<file path="src/rtl/paddle_timer_pkg.sv">
package paddle_timer_pkg;

   typedef enum logic {
      SCAN_IDLE = 1'b0,
      SCAN_RUN  = 1'b1
   } scan_state_e;

   function automatic bit limit_fits(input int cnt_w, input int limit);
      return (limit > 1) && (limit < (1 << cnt_w));
   endfunction

endpackage

</file>
<file path="src/rtl/ptm_scan_ctrl.sv">
module ptm_scan_ctrl
   import paddle_timer_pkg::*;
#(
   parameter int CNT_W      = 8,
   parameter int SCAN_LIMIT = 228
) (
   input  logic             clk,
   input  logic             rst_n,
   input  logic             start_i,
   input  logic             tick_i,
   output logic             active_o,
   output logic             finish_o,
   output logic [CNT_W-1:0] count_o
);

   localparam logic [CNT_W-1:0] LIM  = CNT_W'(SCAN_LIMIT);
   localparam logic [CNT_W-1:0] LAST = CNT_W'(SCAN_LIMIT - 1);

   initial begin : elab_chk
      assert (limit_fits(CNT_W, SCAN_LIMIT))
         else $error("ptm_scan_ctrl: SCAN_LIMIT does not fit CNT_W");
   end

   scan_state_e      state_q;
   logic [CNT_W-1:0] cnt_q;
   logic             running;
   logic             step;

   assign running  = (state_q == SCAN_RUN);
   assign step     = running && tick_i && !start_i;
   assign finish_o = step && (cnt_q == LAST);
   assign active_o = running;
   assign count_o  = cnt_q;

   always_ff @(posedge clk) begin
      if (!rst_n) begin
         state_q <= SCAN_IDLE;
         cnt_q   <= '0;
      end else if (start_i) begin
         state_q <= SCAN_RUN;
         cnt_q   <= '0;
      end else if (step) begin
         cnt_q <= cnt_q + 1'b1;
         if (finish_o) begin
            state_q <= SCAN_IDLE;
         end
      end
   end

   AST_CNT_BOUND: assert property (@(posedge clk) disable iff (!rst_n)
      cnt_q <= LIM);
   AST_TICK_GATE: assert property (@(posedge clk) disable iff (!rst_n)
      (running && !tick_i && !start_i) |=> $stable(cnt_q));
   AST_IDLE_HOLD: assert property (@(posedge clk) disable iff (!rst_n)
      (!running && !start_i) |=> ($stable(cnt_q) && !active_o));
   AST_RESTART_ZERO: assert property (@(posedge clk) disable iff (!rst_n)
      start_i |=> (cnt_q == '0 && active_o));

endmodule

</file>
<file path="src/rtl/ptm_line_cell.sv">
module ptm_line_cell #(
   parameter int CNT_W      = 8,
   parameter int SCAN_LIMIT = 228
) (
   input  logic             clk,
   input  logic             rst_n,
   input  logic             restart_i,
   input  logic             active_i,
   input  logic             finish_i,
   input  logic [CNT_W-1:0] count_i,
   input  logic             thresh_i,
   output logic [CNT_W-1:0] latch_o,
   output logic             done_o,
   output logic             dump_o
);

   localparam logic [CNT_W-1:0] FILL = CNT_W'(SCAN_LIMIT);

   logic [CNT_W-1:0] latch_q;
   logic             done_q;
   logic             dump_q;
   logic             grab;
   logic             fill;

   assign grab = active_i && !restart_i && !done_q && thresh_i;
   assign fill = finish_i && !done_q && !grab;

   always_ff @(posedge clk) begin
      if (!rst_n) begin
         latch_q <= '0;
         done_q  <= 1'b0;
         dump_q  <= 1'b1;
      end else if (restart_i) begin
         done_q <= 1'b0;
         dump_q <= 1'b0;
      end else begin
         if (grab) begin
            latch_q <= count_i;
            done_q  <= 1'b1;
         end else if (fill) begin
            latch_q <= FILL;
            done_q  <= 1'b1;
         end
         if (finish_i) begin
            dump_q <= 1'b1;
         end
      end
   end

   assign latch_o = latch_q;
   assign done_o  = done_q;
   assign dump_o  = dump_q;

   AST_DONE_STICKY: assert property (@(posedge clk) disable iff (!rst_n)
      (done_q && !restart_i) |=> done_q);
   AST_LATCH_FROZEN: assert property (@(posedge clk) disable iff (!rst_n)
      (done_q && !restart_i) |=> $stable(latch_q));
   AST_FILL_DONE: assert property (@(posedge clk) disable iff (!rst_n)
      finish_i |=> done_q);

endmodule

</file>
<file path="src/rtl/ptm_read_mux.sv">
module ptm_read_mux #(
   parameter int NUM_LINES = 8,
   parameter int CNT_W     = 8,
   parameter int SEL_W     = 3
) (
   input  logic [NUM_LINES*CNT_W-1:0] lines_i,
   input  logic [SEL_W-1:0]           sel_i,
   output logic [CNT_W-1:0]           data_o
);

   localparam int SEL_SPAN = 1 << SEL_W;

   logic [SEL_SPAN-1:0][CNT_W-1:0] padded;

   generate
      genvar gi;
      for (gi = 0; gi < SEL_SPAN; gi++) begin : g_pad
         if (gi < NUM_LINES) begin : g_real
            assign padded[gi] = lines_i[gi*CNT_W +: CNT_W];
         end else begin : g_empty
            assign padded[gi] = '0;
         end
      end
   endgenerate

   assign data_o = padded[sel_i];

endmodule

</file>
<file path="src/rtl/paddle_timer.sv">
module paddle_timer #(
   parameter int NUM_LINES  = 8,
   parameter int CNT_W      = 8,
   parameter int SCAN_LIMIT = 228,
   localparam int SEL_W     = (NUM_LINES > 1) ? $clog2(NUM_LINES) : 1
) (
   input  logic                       clk,
   input  logic                       rst_n,
   input  logic                       start_i,
   input  logic                       line_tick_i,
   input  logic [NUM_LINES-1:0]       thresh_i,
   output logic [NUM_LINES-1:0]       dump_o,
   output logic [NUM_LINES-1:0]       done_o,
   output logic [NUM_LINES*CNT_W-1:0] latch_o,
   input  logic [SEL_W-1:0]           rd_sel_i,
   output logic [CNT_W-1:0]           rd_data_o
);

   initial begin : elab_chk
      assert (NUM_LINES >= 1 && NUM_LINES <= 64)
         else $error("paddle_timer: NUM_LINES out of range");
      assert (CNT_W >= 2 && CNT_W <= 16)
         else $error("paddle_timer: CNT_W out of range");
   end

   logic             active;
   logic             finish;
   logic [CNT_W-1:0] count;

   ptm_scan_ctrl #(
      .CNT_W      (CNT_W),
      .SCAN_LIMIT (SCAN_LIMIT)
   ) u_ctrl (
      .clk      (clk),
      .rst_n    (rst_n),
      .start_i  (start_i),
      .tick_i   (line_tick_i),
      .active_o (active),
      .finish_o (finish),
      .count_o  (count)
   );

   generate
      genvar li;
      for (li = 0; li < NUM_LINES; li++) begin : g_line
         ptm_line_cell #(
            .CNT_W      (CNT_W),
            .SCAN_LIMIT (SCAN_LIMIT)
         ) u_cell (
            .clk       (clk),
            .rst_n     (rst_n),
            .restart_i (start_i),
            .active_i  (active),
            .finish_i  (finish),
            .count_i   (count),
            .thresh_i  (thresh_i[li]),
            .latch_o   (latch_o[li*CNT_W +: CNT_W]),
            .done_o    (done_o[li]),
            .dump_o    (dump_o[li])
         );
      end
   endgenerate

   ptm_read_mux #(
      .NUM_LINES (NUM_LINES),
      .CNT_W     (CNT_W),
      .SEL_W     (SEL_W)
   ) u_rd (
      .lines_i (latch_o),
      .sel_i   (rd_sel_i),
      .data_o  (rd_data_o)
   );

   AST_DUMP_RELEASED: assert property (@(posedge clk) disable iff (!rst_n)
      active |-> (dump_o == '0));
   AST_DUMP_HELD: assert property (@(posedge clk) disable iff (!rst_n)
      !active |-> (&dump_o));
   AST_ALL_DONE_AT_END: assert property (@(posedge clk) disable iff (!rst_n)
      finish |=> (&done_o));
   AST_START_CLEARS: assert property (@(posedge clk) disable iff (!rst_n)
      start_i |=> (done_o == '0));

endmodule

</file>
<file path="config.mk">
export PLATFORM = sky130hd
export DESIGN_NAME = paddle_timer
export DESIGN_NICKNAME = d
export VERILOG_FILES = /design/src/rtl/paddle_timer_pkg.sv /design/src/rtl/ptm_scan_ctrl.sv /design/src/rtl/ptm_line_cell.sv /design/src/rtl/ptm_read_mux.sv /design/src/rtl/paddle_timer.sv
export SDC_FILE = /design/constraint.sdc
export NUM_CORES = 1
export LEC_CHECK = 0
export ABC_AREA = 1
export BUFFER_PORTS_ARGS = -buffer_cell sky130_fd_sc_hd__buf_4
export CORE_MARGIN = 2
export CORE_UTILIZATION = 54
export CTS_CLUSTER_SIZE = 25
export DETAILED_ROUTE_END_ITERATION = 8
export PLACE_DENSITY = 0.77
export SLEW_MARGIN = 40
export SYNTH_ARGS = -nofsm -noshare
export SYNTH_HDL_FRONTEND = slang
export SYNTH_SLANG_ARGS = --single-unit
</file>
<file path="constraint.sdc">
create_clock -name clk -period 1.9 [get_ports clk]
set_input_delay 0.095 -clock clk [delete_from_list [all_inputs] [get_ports clk]]
set_output_delay 0.095 -clock clk [all_outputs]
set_load 0.03 [all_outputs]
</file>
==> summary.txt, run 1 <==
Worst setup path
  • Worst R2R End: g_line[5].u_cell.latch_o[0]
  • Crit. End Element: flip-flop
  • Worst endpoint data arrival time: just over 2 ns
  • R2R setup slack: 0.11 ns
  • Slowest stage delay, CP: approximately 0.34 ns
  • Sequence of cells on the critical path: ha_1, nand2_1, nor2_1, nand3_2, nand2_1, nand2_1, nor2_1, nor2_1
  • Worst path buffer plus inverter count: 0
  • Reg2reg start: u_ctrl.count_o[1]
  • Crit-path leading delay family: simple AND/OR/NAND/NOR gates
  • Worst Path Required: about 2.2 ns
  • Slowest stage cell, crit path: dfxtp_1
  • CP max FO: 10
  • Critical path launch point type: flip-flop
  • Worst reg-to-reg path cell count: 8
  • Setup CP Type: flip-flop to flip-flop

Global routing
  • Total grt overflow: 0
  • GRT Total Usage: between 20 and 30%
  • Vias in the first global route: 4400
  • Antenna violations before repair: 0
  • Largest net degree at the start of global routing: 38
  • First-pass GRT wire length: about 21000 um

Floorplan
  • Initial core utilization: 55.1%
  • Die H: ~95 um
  • IO Pins: roughly 100
  • Row count: 33
  • Core area: a little over 8000 um^2
  • Die W: approximately 95 um
  • Overall die area: approximately 9000 um^2

Synthesis
  • Mux cell area share after synthesis: 0%
  • Largest area contributor in the netlist: dfxtp_1
  • Cells after Synth: between 700 and 800
  • Synth cell types: 23
  • Synthesized area: 4460 um^2
  • Sequential fraction of the synthesis area: a little under two fifths
  • Top cells by area, synth: dfxtp_1, nand2_1, inv_1
  • Mapped Nets: 754
  • FF+latch count, synth: approximately 80
  • Simple-gate share of the synthesized area: a little under a third
  • Largest family of logic cells by synthesized area: simple AND/OR/NAND/NOR gates
  • Synth Area in Adders: less than 1%
  • Post-Synth XOR/XNOR Area: 0%
  • Yosys top cell area share: 36.8%
  • Post-synthesis compound-gate area fraction: ~14%
  • Syn Area/Cell: 6.04 um^2
  • Syn. warnings: 0

Cells and area
  • Layout cell share with drive strength beyond 1: ~17%
  • Filler instances: just under 800
  • Layout Nets: between 800 and 900
  • Area added between synthesis and finish: 22.3%
  • Final core occ: between 60% and 70%
  • Non-filler cells, final: roughly 940
  • # diodes: 0

Timing
  • Worst slew pin tran: 0.417 ns
  • Max-Slew Margin vs Limit: between 70% and 80%
  • Max-slew violations: 0
  • Setup_tns: 0 ns
  • RSZ-0062 raised after global routing: false
  • # setup viols final: 0
  • Final Hold Fails: 0
  • Tmin final: 1.79 ns
  • F_max: 559 MHz
  • Skew final: around 0.015 ns
  • Final cycle utilization of the critical path: a little over nine tenths
  • Min setup slack post-route: between 0.1 and 0.15 ns

Flow run
  • Max-cap check violation count: 0

Hold path
  • Min-delay worst type: input port to flip-flop
  • WHS Endpoint: g_line[2].u_cell.dump_o
  • Worst hold path startpoint: start_i
  • Hold Path Stages: 2

Detailed routing
  • Post-route ant nets: 0
  • Vias: roughly 4800
  • WL met2: roughly 6100 um
  • Metal3 WL: 849 um
  • Total routed wire length on the met1 layer: about 5600 um
  • Initial DRT Pass Iterations: 5
  • WL/cell: between 10 and 15 um
  • Via-to-Cell Ratio: slightly above 5
  • DRT Wirelength: roughly 13000 um
  • Top Layer Used: met4
  • DR DRC count: 0
  • First-iteration detailed-routing DRC count: 267

Clocking
  • CTS Buf Count: 9
  • Clock Sinks: 82
  • Post-CTS Hold Fix Bufs: 0
  • CTS tree: built
  • Worst skew pair latency: 0.37 ns
  • Clock transition at path regs: 0.08 ns
  • Max Root-Sink Buffers: 2
  • Root Driver: clkbuf_8
  • CTS H-tree depth: 3

Placement
  • Setup Slack @ Placement: 0.203 ns
  • Placed cells: approximately 900
  • # port buffers: 102
  • Hpwl dp: around 9600 um
  • Placer Congestion: just over 0.9

Pwr
  • PwrDens: 702 nW/um^2
  • P_leak: 3.07 nW
  • Max rail drop VDD: 0.000396 V

Status
  • Run status: complete, no violations
-- cells in the mapped netlist --
master    number
dfxtp_1       82
clkbuf_1      19
o21ai_1        1
nand4_1       11
o211ai_1       1
o21a_1         6
a21oi_1       30
ha_1           1
nor2_1        90
nor2_2         3
o21ai_0       82
buf_1          3
buf_2          4
nand3_2        1
nor3_1         2
nand2_1      188
clkinv_1       1
nor2_4         1
nand2_2        1
buf_4         16
nand3_1       44
o211a_1        1
inv_1        150
-- per-stage QoR --
stage	power [mW]	instance area [um^2]	hold WS, ns
after CTS	3.84	5450	0.00126
final	3.83	5450	0.0162
after global routing	3.99	5450	0.0102
after global placement	2.60	5260	0.373
after detailed placement	2.61	5260	0.378
after floorplan	2.37	4460	0.211
-- cell families (layout without fill, tap and decap cells) --
family          count (synthesis)  in the layout
buf+inv                       193            286
flops                          82             82
compound gates                121            121
fa+ha+maj                       1              1
simple gates                  341            341
-- cell type report --
class | instances | area, um^2 | area share, %
multi-input combinational | 463 | 2030 | 37.3
inverter | 151 | 567 | 10.4
tap | 105 | 131 | 2.41
timing repair buffer | 119 | 893 | 16.4
sequential | 82 | 1640 | 30.1
clock inverter | 5 | 55.1 | 1.01
clock buffer | 11 | 131 | 2.41
-- per-layer routing --
layer  global-route usage, %  up-vias
met1                    38.4     2142
li1                        -     2410
met5                       0        -
met3                    4.71       34
met2                    49.7      195
met4                    13.5        0
-- registers in the layout, indices dropped and copies added (netlist names) --
register               count
g_line.u_cell.done_o       8
g_line.u_cell.dump_o       1
g_line.u_cell.latch_o     64
u_ctrl.active_o            1
u_ctrl.count_o             8
-- layout by cell type (no fill, tap or decap), types with 2 or more instances in the layout --
cell type | Yosys | routed
o21ai_0 | 82 | 82
nor2_1 | 90 | 90
clkinv_2 | 0 | 2
a21oi_1 | 30 | 30
inv_1 | 150 | 150
clkbuf_1 | 19 | 2
nor2_2 | 3 | 3
o21a_1 | 6 | 6
dfxtp_1 | 82 | 82
nor3_1 | 2 | 2
nand4_1 | 11 | 11
nand2_2 | 1 | 3
clkinvlp_4 | 0 | 2
nand3_1 | 44 | 44
clkbuf_8 | 0 | 9
nand2_1 | 188 | 186
buf_4 | 16 | 119
-- how the worst max path moves through the flow --
stage,from,end,depth (start not counted)
4_1_cts,u_ctrl.count_o[1],g_line[0].u_cell.latch_o[4],8
6_report,u_ctrl.count_o[1],g_line[5].u_cell.latch_o[0],8
5_1_grt,u_ctrl.count_o[1],g_line[5].u_cell.latch_o[7],9
3_5_place_dp,u_ctrl.count_o[1],g_line[0].u_cell.latch_o[4],8
3_3_place_gp,u_ctrl.count_o[0],g_line[1].u_cell.latch_o[1],8
2_1_floorplan,u_ctrl.count_o[0],g_line[4].u_cell.latch_o[0],7
-- power by group --
part | leakage (nW) | internal (mW) | switching, mW
Clock | 0.0893 | 0.604 | 0.651
Sequential | 0.667 | 1.78 | 0.0514
Combinational | 2.31 | 0.253 | 0.485
Total | 3.07 | 2.64 | 1.19
-- what timing repair did --
action | in CTS | in global routing
gates resized for setup | 0 | 2
buffers inserted | 0 | 0
setup endpoints to repair | 0 | 1
Note: power is estimated with default switching activity, not from simulation.
==> inputs of run 2 (changes only) <==
- RECOVER_POWER: unset -> 25
- TNS_END_PERCENT: unset -> 30
==> summary.txt, run 2 (synthesized netlist as in run 1, its figures left out) <==
Cells and area
  • Layout Nets: 842 (unchanged)
  • Final core occ: 65.4% (-1.9 points)
  • Filler instances: 801 (+3.9%)
  • Commonest cells after routing, fill and taps aside: nand2_1, inv_1, nor2_1
  • # diodes: 0 (unchanged)
  • Multi-input gate area: 2030 um^2 (unchanged)
  • Area added between synthesis and finish: 18.7%
  • Commonest non-fill, non-tap cell in the layout: nand2_1
  • Layout cell share with drive strength beyond 1: 11.9% (-5.1 points)
  • Max reg flops: 64 (unchanged)
  • Sequential Area: 1640 um^2 (unchanged)

Global routing
  • GRT Total Usage: 30.0% (unchanged)
  • Largest net degree at the start of global routing: 38 (unchanged)
  • Vias in the first global route: 4400 (unchanged)
  • First-pass GRT wire length: 20700 um (unchanged)
  • Total grt overflow: 0 (unchanged)
  • Antenna violations before repair: 0 (unchanged)

Timing
  • Skew final: 0.0149 ns (-0.000470 ns)
  • Final cycle utilization of the critical path: 93.4% (-0.74 points)
  • Final Hold Fails: 0 (unchanged)
  • F_max: 563 MHz (+0.79%)
  • Max-Slew Margin vs Limit: 70.8% (-1.3 points)
  • # setup viols final: 0 (unchanged)
  • Tmin final: 1.77 ns (-0.0140 ns)
  • RSZ-0062 raised after global routing: false
  • Worst slew pin tran: 0.437 ns (+0.0199 ns)
  • Max-slew violations: 0 (unchanged)
  • Setup_tns: 0 ns (unchanged)

Floorplan
  • Initial core utilization: 55.1% (unchanged)
  • IO Pins: 103 (unchanged)
  • Die H: 94.9 um (unchanged)
  • Core area: 8090 um^2 (unchanged)
  • Row count: 33 (unchanged)
  • Overall die area: 9000 um^2 (unchanged)
  • Die W: 94.9 um (unchanged)

Status
  • Run status: complete, no violations

Clocking
  • Max Root-Sink Buffers: 2 (unchanged)
  • CTS H-tree depth: 3 (unchanged)
  • Post-cts sizing count: 0 (unchanged)
  • Worst skew pair latency: 0.36 ns (about the same)
  • CTS Buf Count: 9 (unchanged)
  • Clock Sinks: 82 (unchanged)
  • Post-CTS Setup Inserts: 0 (unchanged)
  • Post-CTS Hold Fix Bufs: 0 (unchanged)
  • Clock transition at path regs: 0.08 ns (about the same)
  • Root Driver: clkbuf_8
  • CTS tree: built

Worst setup path
  • Worst endpoint data arrival time: 2.02 ns (-0.02 ns)
  • Crit. End Element: flip-flop
  • Critical path launch point type: flip-flop
  • CP max FO: 10 (unchanged)
  • Worst Path Required: 2.15 ns (about the same)
  • Setup CP Type: flip-flop to flip-flop

Detailed routing
  • DR DRC count: 0 (unchanged)
  • First-iteration detailed-routing DRC count: 291 (+9.0%)
  • WL/cell: 13.9 um (+0.22%)
  • Via-to-Cell Ratio: 5.14 (+0.56%)
  • DRT Wirelength: 13000 um (+0.22%)
  • Initial DRT Pass Iterations: 5 (unchanged)
  • Post-route ant nets: 0 (unchanged)
  • Vias: 4808 (+0.56%)

Flow run
  • Max-cap check violation count: 0 (unchanged)

Pwr
  • P_leak: 2.89 nW (-5.7%)
  • PwrDens: 716 nW/um^2 (+2.0%)
  • Max rail drop VDD: 0.000396 V (about the same)

Hold path
  • Min-delay worst type: input port to flip-flop

Placement
  • # port buffers: 102 (unchanged)
  • Hpwl dp: 9600 um (unchanged)
  • Placer Congestion: 0.927 (unchanged)
[run 2: final cells by class]
type                            instances  area share (%)
Clock inverter                          5            1.04
Multi-Input combinational cell        463            38.4
Clock buffer                           11            2.48
Inverter                              151            10.7
Tap cell                              105            2.48
Sequential cell                        82            31.0
Timing Repair Buffer                  119            13.9
[run 2: metrics by stage]
step / setup slack [ns] / cell area [um^2] / hold WS (ns) / instances / total power, mW
floorplan: 0.428 / 4460 / 0.211 / 738 / 2.37
global placement: 0.287 / 5260 / 0.373 / 920 / 2.60
detailed placement: 0.203 / 5260 / 0.378 / 920 / 2.61
CTS: 0.188 / 5450 / 0.00126 / 936 / 3.84
global route: 0.0216 / 5300 / 0.0102 / 936 / 3.96
finish: 0.125 / 5300 / 0.0127 / 936 / 3.79
[run 2: worst paths after layout]
check                                      to  slack [ns]  depth (start not counted)                   startpoint
setup reg to reg  g_line[5].u_cell.latch_o[0]        0.13                          8            u_ctrl.count_o[0]
hold reg to reg   g_line[2].u_cell.latch_o[1]        0.51                          2  g_line[2].u_cell.latch_o[1]
hold / removal        g_line[2].u_cell.dump_o        0.01                          2                      start_i
setup / recovery  g_line[5].u_cell.latch_o[0]        0.13                          8            u_ctrl.count_o[0]
[run 2: critical path, stage by stage (launching register included)]
cell and delay [ns]:
dfxtp_1 0.34, ha_1 0.23, nand2_1 0.07, nor2_1 0.12, nand3_2 0.29, nand2_1 0.25
nand2_1 0.18, nor2_1 0.14, nor2_1 0.06
[run 2: metal layers]
metal | GRT usage [%] | wire length [um] | up-vias | part of all wire, %
li1 | - | - | 2416 | -
met1 | 38.4 | 5580 | 2159 | 43
met2 | 49.7 | 6090 | 194 | 47
met3 | 4.71 | 943 | 39 | 7.2
met4 | 13.5 | 393 | 0 | 3.0
met5 | 0 | 0 | - | 0
[run 2: power by group]
part	internal [mW]	switching [mW]
Sequential	1.78	0.0505
Clock	0.604	0.649
Combinational	0.222	0.485
